--- src/rtl/pas_pkg.sv ---
package pas_pkg;

    typedef enum logic [1:0] {
        S_ZERO = 2'd0,
        S_STOP = 2'd1,
        S_RUN  = 2'd2
    } seq_state_e;

    typedef enum logic [1:0] {
        SRC_OFF    = 2'b00,
        SRC_ACCEL  = 2'b01,
        SRC_OSC    = 2'b10,
        SRC_MANUAL = 2'b11
    } clk_src_e;

    typedef struct packed {
        logic     man_clk;
        logic     spare;
        clk_src_e src;
        logic     bank;
        logic     term_en;
        logic     sync_en;
        logic     clr;
    } ctl_t;

endpackage

--- src/rtl/pas_regs.sv ---
module pas_regs
    import pas_pkg::*;
#(
    parameter int CNT_W    = 10,
    parameter int IDX_W    = 6,
    parameter int BASE_IDX = 33
) (
    input  logic             clk,
    input  logic             rst_n,
    input  logic             wr_en,
    input  logic [IDX_W-1:0] idx,
    input  logic [7:0]       wdata,
    output logic [CNT_W-1:0] preset_o,
    output logic [CNT_W-1:0] term_o,
    output ctl_t             ctl_o,
    output logic             man_pulse_o,
    output logic [7:0]       rdata_o
);
    localparam int NREG    = 5;
    localparam int CTL_OFS = 4;

    logic [7:0]  byte_q [NREG];
    logic [15:0] preset_w;
    logic [15:0] term_w;
    logic        man_pulse_q;

    genvar g;
    generate
        for (g = 0; g < NREG; g++) begin : g_byte
            always_ff @(posedge clk or negedge rst_n) begin
                if (!rst_n)
                    byte_q[g] <= '0;
                else if (wr_en && idx == IDX_W'(BASE_IDX + g))
                    byte_q[g] <= wdata;
            end
        end
    endgenerate

    // Rising edge of the manual clock bit, caught at the write itself.
    always_ff @(posedge clk or negedge rst_n) begin
        if (!rst_n)
            man_pulse_q <= 1'b0;
        else
            man_pulse_q <= wr_en && idx == IDX_W'(BASE_IDX + CTL_OFS)
                           && wdata[7] && !byte_q[CTL_OFS][7];
    end

    always_comb begin
        rdata_o = '0;
        for (int i = 0; i < NREG; i++)
            if (idx == IDX_W'(BASE_IDX + i))
                rdata_o = byte_q[i];
    end

    assign preset_w    = {byte_q[1], byte_q[0]};
    assign term_w      = {byte_q[3], byte_q[2]};
    assign preset_o    = preset_w[CNT_W-1:0];
    assign term_o      = term_w[CNT_W-1:0];
    assign ctl_o       = ctl_t'(byte_q[CTL_OFS]);
    assign man_pulse_o = man_pulse_q;

endmodule

--- src/rtl/pas_tick_sel.sv ---
module pas_tick_sel
    import pas_pkg::*;
(
    input  clk_src_e src,
    input  logic     accel_tick,
    input  logic     osc_tick,
    input  logic     man_tick,
    input  logic     count_en,
    output logic     tick_o
);
    logic raw;

    always_comb begin
        unique case (src)
            SRC_OFF:    raw = 1'b0;
            SRC_ACCEL:  raw = accel_tick;
            SRC_OSC:    raw = osc_tick;
            SRC_MANUAL: raw = man_tick;
            default:    raw = 1'b0;
        endcase
    end

    assign tick_o = raw & count_en;

endmodule

--- src/rtl/pas_core.sv ---
module pas_core
    import pas_pkg::*;
#(
    parameter int CNT_W = 10
) (
    input  logic             clk,
    input  logic             rst_n,
    input  logic             clr,
    input  logic             sync_en,
    input  logic             term_en,
    input  clk_src_e         src,
    input  logic             sync_pulse,
    input  logic             tick,
    input  logic [CNT_W-1:0] preset,
    input  logic [CNT_W-1:0] term,
    output logic [CNT_W-1:0] cnt_o,
    output logic             reload_o
);
    seq_state_e       state_q, state_d;
    logic [CNT_W-1:0] cnt_q;
    logic             do_sync, do_term, do_inc;

    // State register
    always_ff @(posedge clk or negedge rst_n) begin
        if (!rst_n)
            state_q <= S_STOP;
        else
            state_q <= state_d;
    end

    // Transitions: T_CLEAR, T_HALT, T_START
    always_comb begin
        if (clr)
            state_d = S_ZERO;
        else if (src == SRC_OFF)
            state_d = S_STOP;
        else
            state_d = S_RUN;
    end

    // Per-state actions
    always_comb begin
        do_sync = 1'b0;
        do_term = 1'b0;
        do_inc  = 1'b0;
        unique case (state_q)
            S_ZERO: ;
            S_STOP: do_sync = sync_en & sync_pulse;
            S_RUN: begin
                do_sync = sync_en & sync_pulse;
                do_term = term_en & tick & (cnt_q == term);
                do_inc  = tick;
            end
            default: ;
        endcase
    end

    always_ff @(posedge clk or negedge rst_n) begin
        if (!rst_n)
            cnt_q <= '0;
        else if (clr)
            cnt_q <= '0;
        else if (do_sync || do_term)
            cnt_q <= preset;
        else if (do_inc)
            cnt_q <= cnt_q + 1'b1;
    end

    assign cnt_o    = cnt_q;
    assign reload_o = (do_sync | do_term) & ~clr;

    AST_CLEAR_HOLDS: assert property (@(posedge clk) disable iff (!rst_n)
        clr |=> cnt_q == '0);
    AST_SYNC_LOADS: assert property (@(posedge clk) disable iff (!rst_n)
        (sync_en && sync_pulse && !clr && state_q != S_ZERO) |=> cnt_q == $past(preset));
    AST_TERM_LOADS: assert property (@(posedge clk) disable iff (!rst_n)
        (state_q == S_RUN && term_en && tick && cnt_q == term && !clr) |=> cnt_q == $past(preset));
    AST_STOP_HOLDS: assert property (@(posedge clk) disable iff (!rst_n)
        (state_q == S_STOP && !(sync_en && sync_pulse) && !clr) |=> $stable(cnt_q));
    AST_INC_ONE: assert property (@(posedge clk) disable iff (!rst_n)
        (state_q == S_RUN && tick && !reload_o && !clr) |=> cnt_q == $past(cnt_q) + 1'b1);

endmodule

--- src/rtl/pattern_addr_seq.sv ---
module pattern_addr_seq
    import pas_pkg::*;
#(
    parameter int CNT_W    = 10,
    parameter int IDX_W    = 6,
    parameter int BASE_IDX = 33
) (
    input  logic             clk,
    input  logic             rst_n,
    input  logic             reg_wr,
    input  logic [IDX_W-1:0] reg_idx,
    input  logic [7:0]       reg_wdata,
    output logic [7:0]       reg_rdata,
    input  logic             accel_tick,
    input  logic             osc_tick,
    input  logic             count_en,
    input  logic             sync_pulse,
    output logic [CNT_W:0]   pat_addr,
    output logic             mon_tick,
    output logic             mon_reload
);
    localparam int ADDR_W = CNT_W + 1;
    localparam int IDX_LO = BASE_IDX + 5;
    localparam int IDX_HI = BASE_IDX + 6;

    logic [CNT_W-1:0] preset, term, cnt;
    ctl_t             ctl;
    logic             man_pulse, tick;
    logic [7:0]       cfg_rdata;
    logic [15:0]      addr_wide;

    pas_regs #(.CNT_W(CNT_W), .IDX_W(IDX_W), .BASE_IDX(BASE_IDX)) u_regs (
        .clk(clk), .rst_n(rst_n), .wr_en(reg_wr), .idx(reg_idx),
        .wdata(reg_wdata), .preset_o(preset), .term_o(term), .ctl_o(ctl),
        .man_pulse_o(man_pulse), .rdata_o(cfg_rdata)
    );

    pas_tick_sel u_sel (
        .src(ctl.src), .accel_tick(accel_tick), .osc_tick(osc_tick),
        .man_tick(man_pulse), .count_en(count_en), .tick_o(tick)
    );

    pas_core #(.CNT_W(CNT_W)) u_core (
        .clk(clk), .rst_n(rst_n), .clr(ctl.clr), .sync_en(ctl.sync_en),
        .term_en(ctl.term_en), .src(ctl.src), .sync_pulse(sync_pulse),
        .tick(tick), .preset(preset), .term(term), .cnt_o(cnt),
        .reload_o(mon_reload)
    );

    // Clear acts on the address at once, before the counter register follows.
    assign pat_addr  = {ctl.bank, ctl.clr ? {CNT_W{1'b0}} : cnt};
    assign mon_tick  = tick;
    assign addr_wide = 16'(pat_addr);

    always_comb begin
        if (reg_idx == IDX_W'(IDX_LO))
            reg_rdata = addr_wide[7:0];
        else if (reg_idx == IDX_W'(IDX_HI))
            reg_rdata = addr_wide[15:8];
        else
            reg_rdata = cfg_rdata;
    end

    AST_HI_BYTE_ZERO: assert property (@(posedge clk) disable iff (!rst_n)
        (reg_idx == IDX_W'(IDX_HI)) |-> reg_rdata[7:ADDR_W-8] == '0);
    AST_CLEAR_NO_MON: assert property (@(posedge clk) disable iff (!rst_n)
        ctl.clr |-> !mon_reload);

endmodule

--- config.mk ---
export PLATFORM = sky130hd
export DESIGN_NAME = pattern_addr_seq
export DESIGN_NICKNAME = d
export VERILOG_FILES = /design/src/rtl/pas_pkg.sv /design/src/rtl/pas_regs.sv /design/src/rtl/pas_tick_sel.sv /design/src/rtl/pas_core.sv /design/src/rtl/pattern_addr_seq.sv
export SDC_FILE = /design/constraint.sdc
export NUM_CORES = 1
export LEC_CHECK = 0
export BUFFER_PORTS_ARGS = -buffer_cell sky130_fd_sc_hd__buf_2
export CAP_MARGIN = 20
export CORE_MARGIN = 2
export CORE_UTILIZATION = 30
export DETAILED_ROUTE_END_ITERATION = 12
export HOLD_SLACK_MARGIN = 0.15
export PLACE_DENSITY = 0.52
export RECOVER_POWER = 25
export SLEW_MARGIN = 20
export SYNTH_ARGS = -nofsm -noshare
export SYNTH_HDL_FRONTEND = slang
export SYNTH_SLANG_ARGS = --single-unit
export TNS_END_PERCENT = 20
--- constraint.sdc ---
create_clock -name clk -period 2.75 [get_ports clk]
set_input_delay 0.4125 -clock clk [delete_from_list [all_inputs] [get_ports clk]]
set_output_delay 0.4125 -clock clk [all_outputs]
set_load 0.05 [all_outputs]
# Word-level counts from Yosys, hierarchy flattened
# Index checks and enable logic that the tools add are counted.
# word_totals
reg_bits	53
in_bits	21
out_inout_bits	21
word_cells	58
# classes
add_sub_neg	1
n_eq_ne	13
n_mux	17
bitwise_logic	7
n_reduce_logical	12
# op_table
op	n
$mux W8	7
$eq A6 B6 Y1 const B	7
$mux W10	4
$add A10 B1 Y10 const B	1
$eq A10 B10 Y1	1
$logic_and A1 B1 Y1	7
$eq A2 B2 Y1 const B	3
$and A1 B1 Y1	5
$eq A2 B1 Y1 const B	2
$mux W2	2
$pmux W1 S4	1
$mux W1	3
$reduce_bool A3 Y1	1
$logic_not A2 Y1	1
$reduce_or A2 Y1	1
$logic_not A1 Y1	1
$logic_or A1 B1 Y1	1
$not A1 Y1	1
$or A1 B1 Y1	1

# Logic depth before layout (Yosys ltp)
# Gate-level depths: netlist (run 1).
# depth
ltp_word	9
depth_mapped	8
depth_no_buf	7

# Modules after synthesis
# A second synthesis (run 1) with hierarchy kept.
# unflattened
hier_cells	297
area_unflattened_um2	3259.4
# by_module_without_submodules
mod	instances	cells_per_inst	area_per_inst_um2	seq_area_each_um2
pas_regs	1	179	2178.3	1026.0
pas_core	1	83	815.8	301.5
pattern_addr_seq	1	31	234.0	0.0
pas_tick_sel	1	4	31.3	0.0

# Worst setup path before layout (run 1)
# OpenSTA, ideal clock, no wires.
# synth_path
kind	register -> output
from	register u_core.cnt_q[2], in the netlist u_core.cnt_o[2]
to	output port reg_rdata[2]
arrival_time_ns	2.496
required_time_ns	2.338
path_slack_ns	-0.158
stages_incl_launch_ff	6
path_buffers	1
path_cell_list	dfrtp_1 > clkbuf_1 > nor2b_1 > mux4_2 > nor2_1 > a21oi_1
# synth_between
elab_chain_len	2
# synth_lines
element	line_no	rtl
start: declaration	pas_core.sv:20	logic [CNT_W-1:0] cnt_q;
start signal: assignment	pas_core.sv:64	cnt_q <= preset;
start signal: assignment	pas_core.sv:66	cnt_q <= cnt_q + 1'b1;
$mux W10	pattern_addr_seq.sv:51	assign pat_addr = {ctl.bank, ctl.clr ? {CNT_W{1'b0}} : cnt};
net pat_addr[2]	pattern_addr_seq.sv:18	output logic [CNT_W:0] pat_addr,
$mux W8	pattern_addr_seq.sv:56	if (reg_idx == IDX_W'(IDX_LO))
end: declaration	pattern_addr_seq.sv:13	output logic [7:0] reg_rdata,
# The timed path passes the listed nets, and every way through them passes these cells.

# Worst setup path after layout (run 1)
# layout_path
from	register u_core.cnt_q[3], in the netlist u_core.cnt_o[3]
to	output port mon_reload
# layout_between
elab_chain_len	5
# layout_lines
element	line_no	rtl
$eq A10 B10 Y1	pas_core.sv:51	do_term = term_en & tick & (cnt_q == term);
$and A1 B1 Y1	pas_core.sv:51	
$mux W1	pas_core.sv:46	unique case (state_q)
$or A1 B1 Y1	pas_core.sv:70	assign reload_o = (do_sync | do_term) & ~clr;
$and A1 B1 Y1	pas_core.sv:70	
end: declaration	pattern_addr_seq.sv:20	output logic mon_reload
# No other way between the ends.

==> summary.md, run 1 <==
The run finished with clean final reports. The number of synthesized flops with an enable pin is 0, and the power density of the placed cells is 668 nW/um2. The worst hold margin is 383 ps. After clock tree synthesis, the clock-pin slew on the worst setup and hold paths is 120 ps. The total count of hold-check failures in the final report was 0; the combinational cell fraction of total power was 36.6%. The power spent charging and discharging nets was 0.000952 W. After Yosys synthesis, and, or, nand and nor cells account for 16.0% of the synthesized area. Residual overflow from global routing: 0.

The top cell types in the final layout, fill and taps aside, are sky130_fd_sc_hd__dfrtp_1 (51), sky130_fd_sc_hd__mux2_2 (42), sky130_fd_sc_hd__buf_2 (40). Fraction of the yosys area taken by sequential cells: 43.8%. Ranked by total cell area, the synthesized netlist is headed by sky130_fd_sc_hd__dfrtp_1 (43%), sky130_fd_sc_hd__mux2_2 (16%), sky130_fd_sc_hd__o21ai_0 (3.1%). The tree is rooted in a sky130_fd_sc_hd__clkbuf_8. The logs give 0 for the number of remaining DRC errors and 2 for the maximum clock insertion buffer count. Data on the critical path is required at its endpoint by 2340 ps.

Fill cells in the final layout number 1006. In the final routed layout, each cell accounts on average for 18.3 um. At the worst endpoint, the arrival time is 2310 ps.

Fraction of final layout cells sized beyond drive strength 1: 36.1%. The clock reaches the later pin of the worst-skew pair after 320 ps. In this run the worst hold path is classified as input port to flop. Once detail routing completed, the nets flagged for antenna violations numbered 0. TritonCTS built the clock tree.

After the last flow step, the layout net total stands at 357. In this run, the clock network consumes 20.2% of the power. For the final number of max-transition violations, the log shows 0. Counting flops and latches in the post-synthesis netlist gives 53. The number of warnings issued by yosys came out at 0.

Sequential cells burn 43.2% of the power. Setup violations remaining at the end of the flow were counted as 0. The congestion estimate from routability-driven global placement came to 0.884. The total core area is 9770 um2, and the pin count of the biggest net entering global routing is 54. The number of nets in the synthesized netlist is 310. The placement row count came out at 36. The post-route cell area came out at 3580 um2. The initial utilization of the core area, before any placement, comes to 31.0%. Buffers inserted during clock tree synthesis total 5. The worst path in the final design needs a cycle of 2720 ps, including I/O delays and setup.

The design draws 0.00239 W. The synthesized netlist devotes 16.2% of its cell area to compound gates. The tools report the cell area reported after detailed placement as 3470 um2. The routed layout has 2538 vias.

The tools report the sum of negative setup slack as 0 ps. The worst setup path is captured at an output pin. Cell internal power was estimated by the tool at 0.00144 W.

In this run the cell area of the synthesized design comes to 3030 um2. The cell taking the most area after synthesis is sky130_fd_sc_hd__dfrtp_1. Of the total synthesized cell area, the portion taken by XOR and XNOR cells is 2.89%.

Dividing the final minimum period by the clock period gives 98.9%. Headroom to the max-slew limit came out at 9.94%. The tools report the number of design-rule violations left by the first detailed-router iteration as 215.

The mean cell area of the mapped netlist works out to 10.6 um2. The run gives 2406 as the via count of the first global-routing pass. The critical path class is flop to output pin. The count of buffers from port buffering is 41, and the measured slew at the worst slew-check pin is 1350 ps. The share of synthesized cell area in full adder, half adder and majority cells is 0.825%, and the static leakage power is 1.65 nW. The fraction of registers with async set or reset after synthesis works out to 100%. Setup repair after global routing could not meet its margin everywhere.

In the routed layout, each cell is associated on average with a via count of 5.42. The maximum operating frequency is 368 MHz. The commonest non-fill, non-tap cell in the layout was sky130_fd_sc_hd__dfrtp_1.

All-layer global routing usage: 16.0%. The first detailed-routing pass took 5 iterations. The switching part of the total was 39.8%. Die footprint: 10900 um2. The initial antenna violation count is 0. The diode insertion count for antenna repair was 0. For the number of clock sinks, the log shows 53. For the final database, setup skew stands at 18.4 ps.

By area, the combinational part of the netlist is dominated by multiplexers. Of the post-synthesis cell area, the dominant cell type holds 42.9%. The HPWL after detailed placement is 6300 um. The routed design has 8550 um of wire. The die is 105 um tall. Layout overhead on the synthesized area: 18.0%. The tools report the number of unique standard cell types used by synthesis as 51. Synthesis produced a netlist whose cell count is 287. Among all flip-flop cells after synthesis, the most frequent one is sky130_fd_sc_hd__dfrtp_1. Along the worst path, the maximum fanout reaches 3. 42 I/O pins were placed.

Multiplexer cells account for 16.3% of the synthesized area. IR analysis of the VDD net gives a maximum drop of 250 uV. The floorplan step set the die width to 105 um. The logs give 13800 um for the first-pass GRT wire length and 0 for the max-capacitance violation count. The H-tree was split into 2 levels. Launching element type of the critical path: a flop.
[per-layer routing]
| layer | routed length (um) | global-route usage, % |
|---|---|---|
| met5 | 0 | 0 |
| met4 | 49 | 2.90 |
| met3 | 576 | 3.56 |
| met2 | 3770 | 23.6 |
| met1 | 4160 | 24.1 |
[cell usage after synthesis (all sizes together), types with 2 or more instances]
cell type	n
dfrtp	52
mux2	42
o21ai	24
clkbuf	16
nand2	14
nor2	11
a21oi	10
and3	9
nor2b	9
nor4	8
a221o	7
a22o	7
inv	7
nand3	7
xnor2	6
a222oi	5
buf	5
nand4	5
a22oi	4
xor2	4
nor4b	3
or4	3
a211oi	2
a31oi	2
and3b	2
ha	2
nand2b	2
nand3b	2
o21bai	2
[area by class of cell]
cell class                 instances  area, um2  share of cell area [%]
timing repair buffer              61        362                    10.1
multi-input combinational        206       1600                    44.7
clock buffer                       5       68.8                    1.92
clock inverter                     3       28.8                   0.804
sequential                        53       1330                    37.1
inverter                           7       26.3                   0.734
tap                              133        166                    4.65
[cells by family after synthesis]
logic type,count (synthesis)
multiplexers,43
AO/OA/AOI/OAI,69
adder cells (fa/ha/maj),2
flip-flops,53
buffers and inverters,28
AND/OR/NAND/NOR,82
XOR/XNOR,10
[critical path: stages (launching register included)]
cell and delay (ps):
sky130_fd_sc_hd__dfrtp_1 410, sky130_fd_sc_hd__xor2_1 210, sky130_fd_sc_hd__or4_4 560, sky130_fd_sc_hd__or4_4 460, sky130_fd_sc_hd__a21oi_4 170, sky130_fd_sc_hd__buf_6 170
[power groups by stage]
stage | registers (W) | logic (W) | clock network, W
after detailed placement | 0.00105 | 0.000867 | 0
after CTS | 0.00103 | 0.000874 | 0.000498
after global placement | 0.00105 | 0.000862 | 0
after global routing | 0.00105 | 0.000952 | 0.000532
after floorplan | 0.00100 | 0.000628 | 0
final | 0.00103 | 0.000875 | 0.000484
[sequential cells by signal, indices dropped and copies added (netlist names)]
register,count
u_core.cnt_o,10
u_regs.preset_o,10
u_regs.ctl_o,8
u_regs.man_pulse_o,1
u_core.state_q,2
u_regs.byte_q,12
u_regs.term_o,10
[path summary, 6_finish.rpt]
path	slack (ps)	start	cells past startpoint	end
hold reg to reg	510	u_regs.ctl_o[6]	1	u_regs.ctl_o[6]
min in group asynchronous	1020	rst_n	3	u_core.cnt_o[3]
setup reg to reg	180	u_core.cnt_o[3]	5	u_core.cnt_o[9]
hold / removal	380	reg_wdata[3]	2	u_regs.preset_o[3]
setup / recovery	30	u_core.cnt_o[3]	5	mon_reload
max in group asynchronous	840	rst_n	3	u_core.cnt_o[8]
[metrics by stage]
step / cells / utilization, % / worst slack, ps
2_1_floorplan: 287 / - / 148
3_3_place_gp: 458 / 35.5 / 235
3_5_place_dp: 458 / 35.5 / 183
4_1_cts: 467 / 36.6 / 3.44
5_1_grt: 468 / 36.6 / -35.7
6_report: 468 / 36.6 / 30.6
[repair_timing]
action	in CTS	in global routing
cloned	0	0
setup buffers	0	1
hold buffers	1	0
endpoints found under the setup margin	1	3
endpoints found under the hold margin	52	0
resized for setup	1	3
No activity file was read; power rests on OpenSTA's default activity.
==> run 2: changes to the inputs <==
GPL_TIMING_DRIVEN = 0   (was unset)
==> run 2 against run 1 <==
  * The run now ends with setup timing left
  * Sequential cell count did not move
  * Clock power is 3% lower
  * Global-route usage up 0.10 points
  * Highest routed layer unchanged
  * Die area unchanged
  * Sequential power about the same
  * Largest cell class unchanged
  * Cell area is 1.9% lower
  * Sequential share of layout area up 0.67 points
  * Maximum frequency is 1.7% lower
  * Clock skew shrank 5.9 ps
  * Hold slack lost 1.1 ps
  * Register-to-register slack improved by 150 ps
  * Critical path type unchanged
  * Clock-buffer cell count stayed put
==> summary.md, run 2 (synthesis gave the netlist of run 1 again) <==
Most heavily used metal layer in global routing: met2. The register with the most flip-flops in the layout has 12 of them. Met1 usage in global routing: 23.1%. The number of CTS-inserted buffers is 5, and the max-capacitance violation count is 0. At the pin with the least slew margin, the transition time is 1350 ps. TritonCTS built the clock tree. The tree is rooted in a sky130_fd_sc_hd__clkbuf_8. The initial antenna violation count came out at 0. The worst slew slack as a fraction of its limit is 10.1%, and the number of hold-repair buffers added at the cts stage is 0. Entering global routing, the biggest net connects 54 pins.

Setup total negative slack on the finished layout was measured at -17.8 ps. The tools report the total count of hold-check failures in the final report as 0. The power density of the placed cells was 662 nW/um2; the cell area reported after detailed placement was 3400 um2. The post-route cell area came out at 3510 um2. Input and output buffers added on the ports amount to 40.

Counting the fill cells in the layout gives 1031. The floorplan step defined a core boundary enclosing 9770 um2. The via-per-instance ratio was 5.37; the layout overhead on the synthesized area was 15.8%.

For the placement row count, the log shows 36. The checks that failed: setup timing. Global routing consumed, on the met2 layer, 25.0% of the routing resources. For this configuration, the core starts out at a cell density of 31.0%. The biggest cell delay along the critical path is 560 ps, and the wire length per cell after detailed routing is 18.2 um.

Among all stages on the critical path, the largest delay is contributed by sky130_fd_sc_hd__or4_4. The die boundary height is 105 um, and the time the final worst path needs with I/O delays and setup is 2770 ps. In this run, the number of DRC markers left after iteration 0 of detailed routing was 136. Traced cell by cell, the critical path runs through buf_6 -> xor2_1 -> or4_4 -> or4_4 -> a21oi_4 -> buf_6. The die covers 10900 um2.

The tools report the highest ir drop seen on vdd as 242 uV. In this run the remaining antenna-violating nets after routing total 0. The detailed router placed 2510 vias in this run. Registers take 1330 um2. Summed over all nets, the half-perimeter wirelength after detailed placement is 6200 um. For this run, the total global-route usage over all layers was measured as 16.1%.

Wires add up to 8520 um. The worst setup path is launched from a flop. The fraction of met3 tracks used by global routing is 2.68%.

In this run the worst hold path is classified as input port to flop. Summing all multi-input logic gate instances after layout gives 1590 um2. The number of clock sinks came out at 53.

The maximum clock insertion buffer count was 2. Clock-pin slew was measured on the worst setup and hold paths at 110 ps. The first detailed-routing pass took 4 iterations.

42 I/O pins were placed. The tools report the element type at the critical path end as an output pin. The total setup violations reported at the end of the flow is 1, and the final number of max-transition violations is 0. Counting flops per register, the top entry is u_regs.byte_q. The diode insertion count for antenna repair is 0, and the portion of the clock cycle consumed by the worst path in the final layout is 101%. Peak fanout along the critical path: 9. At the later pin of the worst-skew pair, clock insertion delay measures 310 ps. Setup repair after global routing could not meet its margin everywhere.

Critical path class: flop to output pin. Global routing finished with a remaining overflow of 0. The static leakage power is 1.59 nW, and the slack of the critical path is -17.8 ps.

STA puts the critical path data arrival time at 2360 ps. Commonest non-fill, non-tap cell in the layout: sky130_fd_sc_hd__dfrtp_1. Of the cells placed in the final design, the portion with a size suffix greater than 1 is 32.3%.

Final weighted congestion of routability-driven global placement: 0.846. The tools report the via count of the first global-routing pass as 2615. Clock skew on the completed layout was measured at 12.5 ps.

The maximum operating frequency was 361 MHz. The first-pass GRT wire length was 14100 um; the level count of the clock H-tree was 2. In this run the horizontal extent of the chip is 105 um. The flow ran to the end, but the final reports show violations.

After detailed routing, the number of remaining DRC violations is 0. The number of nets at the end of the flow was 356. The library cells used most frequently in the layout, excluding fill and tap cells, are sky130_fd_sc_hd__dfrtp_1 (52), sky130_fd_sc_hd__mux2_2 (42), sky130_fd_sc_hd__buf_2 (39). Data on the critical path is required at its endpoint by 2340 ps.
run 2: cell types whose count changed in the layout (fill, tap and decap cells not counted), sizes merged:
cell / previous run / this run
inv: 9 / 8
clkbuf: 6 / 20
dlygate4sd3: 1 / 0
buf: 59 / 45
clkinvlp: 0 / 1
run 2: final timing paths:
kind	from	slack, ps	cells past startpoint	endpoint
min in group asynchronous	rst_n	390	1	u_regs.term_o[1]
worst max register to register	u_core.cnt_o[2]	330	5	u_core.cnt_o[5]
max in group asynchronous	rst_n	1550	1	u_regs.ctl_o[4]
worst max-delay path	u_core.cnt_o[3]	-20	6	mon_reload
worst min-delay path	reg_wdata[2]	380	2	u_regs.term_o[2]
worst min register to register	u_regs.byte_q[29]	520	1	u_regs.byte_q[29]
run 2: worst max-delay path, delay by kind of cell, from the launching register on:
kind,cells,cell delay [ps]
DFF,1,380
AOI/OAI and AO/OA,1,160
xor gates and xnor gates,1,170
buffers and inverters,2,320
and+or+nand+nor,2,1020
run 2: per-layer routing:
metal | wire length (um) | vias to the layer above
met3 | 530 | 13
met4 | 156 | 0
met5 | 0 | -
li1 | - | 1177
met1 | 4060 | 1241
met2 | 3780 | 79
run 2: power breakdown:
part	total [W]	internal [W]	switching, W
logic	0.000808	0.000301	0.000507
registers	0.00105	0.000911	0.000138
clock network	0.000468	0.000185	0.000283
run 2: final cells by class:
cell class / count / share of cell area, %
Buffer: 19 / 2.60
Clock buffer: 5 / 1.96
Clock inverter: 3 / 0.712
Inverter: 7 / 0.748
Multi-Input combinational cell: 206 / 45.4
Sequential cell: 53 / 37.8
Tap cell: 133 / 4.74
Timing Repair Buffer: 41 / 6.09
run 2: through the flow:
stage                     utilization [%]  cells  power, W  hold WS [ps]  worst slack (ps)
after floorplan                         -    287   0.00163           117               148
after global placement               34.8    460   0.00186           486             -35.1
after detailed placement             34.8    460   0.00187           498             -61.2
after CTS                            35.9    467   0.00234           167             -31.6
after global routing                 35.9    467   0.00247           390              -109
final                                35.9    467   0.00233           382             -17.8
run 2: repair_timing:
item                       4_1_cts  5_1_grt
pin swaps                        1        0
setup endpoints to repair        7        7
buffers inserted                 1        0
resized for setup                5        2
==> run 3: changes to the inputs <==
CORE_ASPECT_RATIO = 1.2   (was unset)
==> run 3 against run 2 <==
  * The flow still finishes with violations (setup timing)
  * Sequential share of layout area is 0.69 points lower
  * Clock skew is 7.5 ps lower
  * Global-route usage grew 0.40 points
  * First-iteration DRC count grew 20%
  * Largest power group unchanged
==> summary.md, run 3 (synthesis gave the netlist of run 1 again) <==
The fraction of final layout cells sized beyond drive strength 1 was 33.4%; the peak fanout along the critical path was 7. Number of clock sinks: 53. The commonest non-fill, non-tap cell in the layout is sky130_fd_sc_hd__dfrtp_1. The first global-routing pass estimated 13500 um of wire. Once the floorplan was initialized, standard cells occupied 30.6% of the core. The run gives 0 as the diode insertion count for antenna repair. The run gives 9.99% as the worst slew slack as a fraction of its limit. The wire length per cell after detailed routing came out at 18.7 um. The number of design-rule violations left by the first detailed-router iteration is 163. Across the whole layout, storage elements account for 1330 um2. The all-layer global routing usage is 16.5%, and the static leakage power is 1.63 nW. For this run, the top clock speed supported by timing is 362 MHz. The worst flop-to-flop path endpoint was u_core.cnt_o[7]. The maximum clock insertion buffer count is 2, and the die footprint is 10900 um2. The initial antenna violation count came out at 0. For the final number of max-transition violations, the log shows 0.

After detailed routing, the number of remaining DRC violations is 0. CTS built an H-tree with a depth of 2. The via count of the first global-routing pass came out at 2502.

The initialized floorplan defines 40 standard-cell rows. The worst setup path is captured at an output pin. CTS placed an instance of sky130_fd_sc_hd__clkbuf_16 at the clock tree root. Critical path class: flop to output pin.

The required time at the endpoint of the critical path came out at 2340 ps. Once layout is complete, the utilization of the core stands at 36.2%. The clock reaches the later pin of the worst-skew pair after 300 ps. The register with the most flip-flops in the layout has 12 of them. In this run, post-CTS hold repair placed 0 buffers. The data arrival at the endpoint of the critical path is 2350 ps, and the worst reg2reg path depth is 6.

Count of buffers from port buffering: 40. The horizontal extent of the die works out to 95.8 um. More flip-flops sit in one register than any other, and that register is u_regs.byte_q.

The library cells used most frequently in the layout, excluding fill and tap cells, are sky130_fd_sc_hd__dfrtp_1 (49), sky130_fd_sc_hd__mux2_2 (42), sky130_fd_sc_hd__buf_2 (39). The time the final worst path needs with I/O delays and setup was 2760 ps. The multi-input combinational cells in the finished layout cover a total of 1600 um2.

For the final clock skew, the log shows 5.00 ps. In this run the remaining antenna-violating nets after routing total 0. Setup repair after global routing could not meet its margin everywhere. Max-cap violations in this run came to 0. Overall power consumption after layout is estimated at 0.00261 W. The total count of hold-check failures in the final report is 0, and the sum of net half-perimeters after detailed placement is 6320 um. The total core area was 9910 um2. The via total after detailed routing was 2501; the total I/O pin count was 42. The measured slew at the worst slew-check pin came out at 1350 ps. The area growth from synthesis to layout is 18.3%. The slack of the critical path was -13.9 ps.

TritonCTS built the clock tree. In this run the worst setup path terminates at mon_reload. In the routed layout, each cell is associated on average with a via count of 5.46.

Launching element type of the critical path: a flop. The logs give 1 for the total setup violations reported at the end of the flow and 54 for the pin count of the biggest net entering global routing. The most critical setup path has its startpoint at u_core.cnt_o[6]. The startpoint identified for the worst register-to-register timing path is u_core.cnt_o[6].

From bottom edge to top edge, the die measures 114 um. The run finished, with violations left. The pre-antenna-repair detailed-routing pass consisted of 4 iterations. The residual overflow from global routing was 0. The tools report the number of nets at the end of the flow as 354.

Clock-pin slew was measured on the worst setup and hold paths at 70 ps. The final reports fail on setup timing. The layout has 1021 filler cells. The congestion estimate from routability-driven global placement came to 0.883. Dividing total power by cell area gives a power density of 726 nW/um2.

Across the VDD grid, the largest voltage drop is 267 uV. In this run, CTS created clock tree buffers numbering 5. The path class of the tightest hold or removal check is input port to flop. The routed wire length was 8560 um; the worst reg-to-reg setup slack was 440 ps.

Of the available clock period, the critical path in the final layout requires 101%.
==> run 3: changes by cell type in the layout (fill, tap and decap cells not counted), sizes merged <==
cell | before | now
bufinv | 0 | 1
clkbuf | 20 | 19
clkinv | 1 | 0
inv | 8 | 7
==> run 3: cell type report <==
| class | count | share of cell area (%) |
|---|---|---|
| plain buffers | 17 | 2.30 |
| flip-flops and latches | 53 | 37.1 |
| clock inverters | 2 | 1.05 |
| clock buffers | 6 | 3.87 |
| repair buffers | 41 | 5.96 |
| inverters | 7 | 0.732 |
| multi-input cells | 206 | 44.6 |
| well taps | 126 | 4.39 |
==> run 3: critical path: stages, from the launching register on <==
cell and delay, ps:
sky130_fd_sc_hd__dfrtp_2 470, sky130_fd_sc_hd__xor2_1 180, sky130_fd_sc_hd__or4_4 560, sky130_fd_sc_hd__or4_4 460, sky130_fd_sc_hd__a21oi_4 200, sky130_fd_sc_hd__buf_6 180
==> run 3: timing repair <==
action,4_1_cts,5_1_grt
buffers inserted,1,0
resized for setup,4,7
setup endpoints to repair,8,6
pin swaps,1,2
==> run 3: layer usage <==
metal	GRT usage, %	vias to the layer above	routed length, um
met3	2.44	16	367
met1	20.8	1252	3700
met4	7.62	0	261
met5	0	-	0
li1	-	1168	-
met2	27.6	65	4230
==> run 3: through the flow <==
step / area [um2] / hold WS [ps] / TNS (ps) / std cells / setup slack, ps
3_3_place_gp: 3390 / 491 / -405 / 453 / -128
6_report: 3590 / 403 / -13.9 / 458 / -13.9
3_5_place_dp: 3400 / 494 / -825 / 453 / -188
4_1_cts: 3580 / 191 / -25.0 / 459 / -25.0
5_1_grt: 3590 / 404 / -75.8 / 458 / -75.8
2_1_floorplan: 3040 / 117 / 0 / 287 / 148
==> run 3: worst min-delay path by stage <==
| stage | start | to | slack (ps) | cells past startpoint |
|---|---|---|---|---|
| 2_1_floorplan | rst_n | u_core.cnt_o[0] | 120 | 0 |
| 3_3_place_gp | u_regs.byte_q[10] | u_regs.byte_q[10] | 490 | 1 |
| 3_5_place_dp | u_regs.byte_q[26] | u_regs.byte_q[26] | 490 | 1 |
| 5_1_grt | reg_wdata[3] | u_regs.preset_o[3] | 400 | 2 |
| 6_report | reg_wdata[3] | u_regs.preset_o[3] | 400 | 2 |
| 4_1_cts | rst_n | u_regs.preset_o[2] | 190 | 1 |
==> run 3: report_power, final <==
part / internal, W / switching (W) / total (W)
registers: 0.000915 / 0.000146 / 0.00106
logic: 0.000300 / 0.000502 / 0.000802
clock network: 0.000455 / 0.000289 / 0.000743
total: 0.00167 / 0.000936 / 0.00261
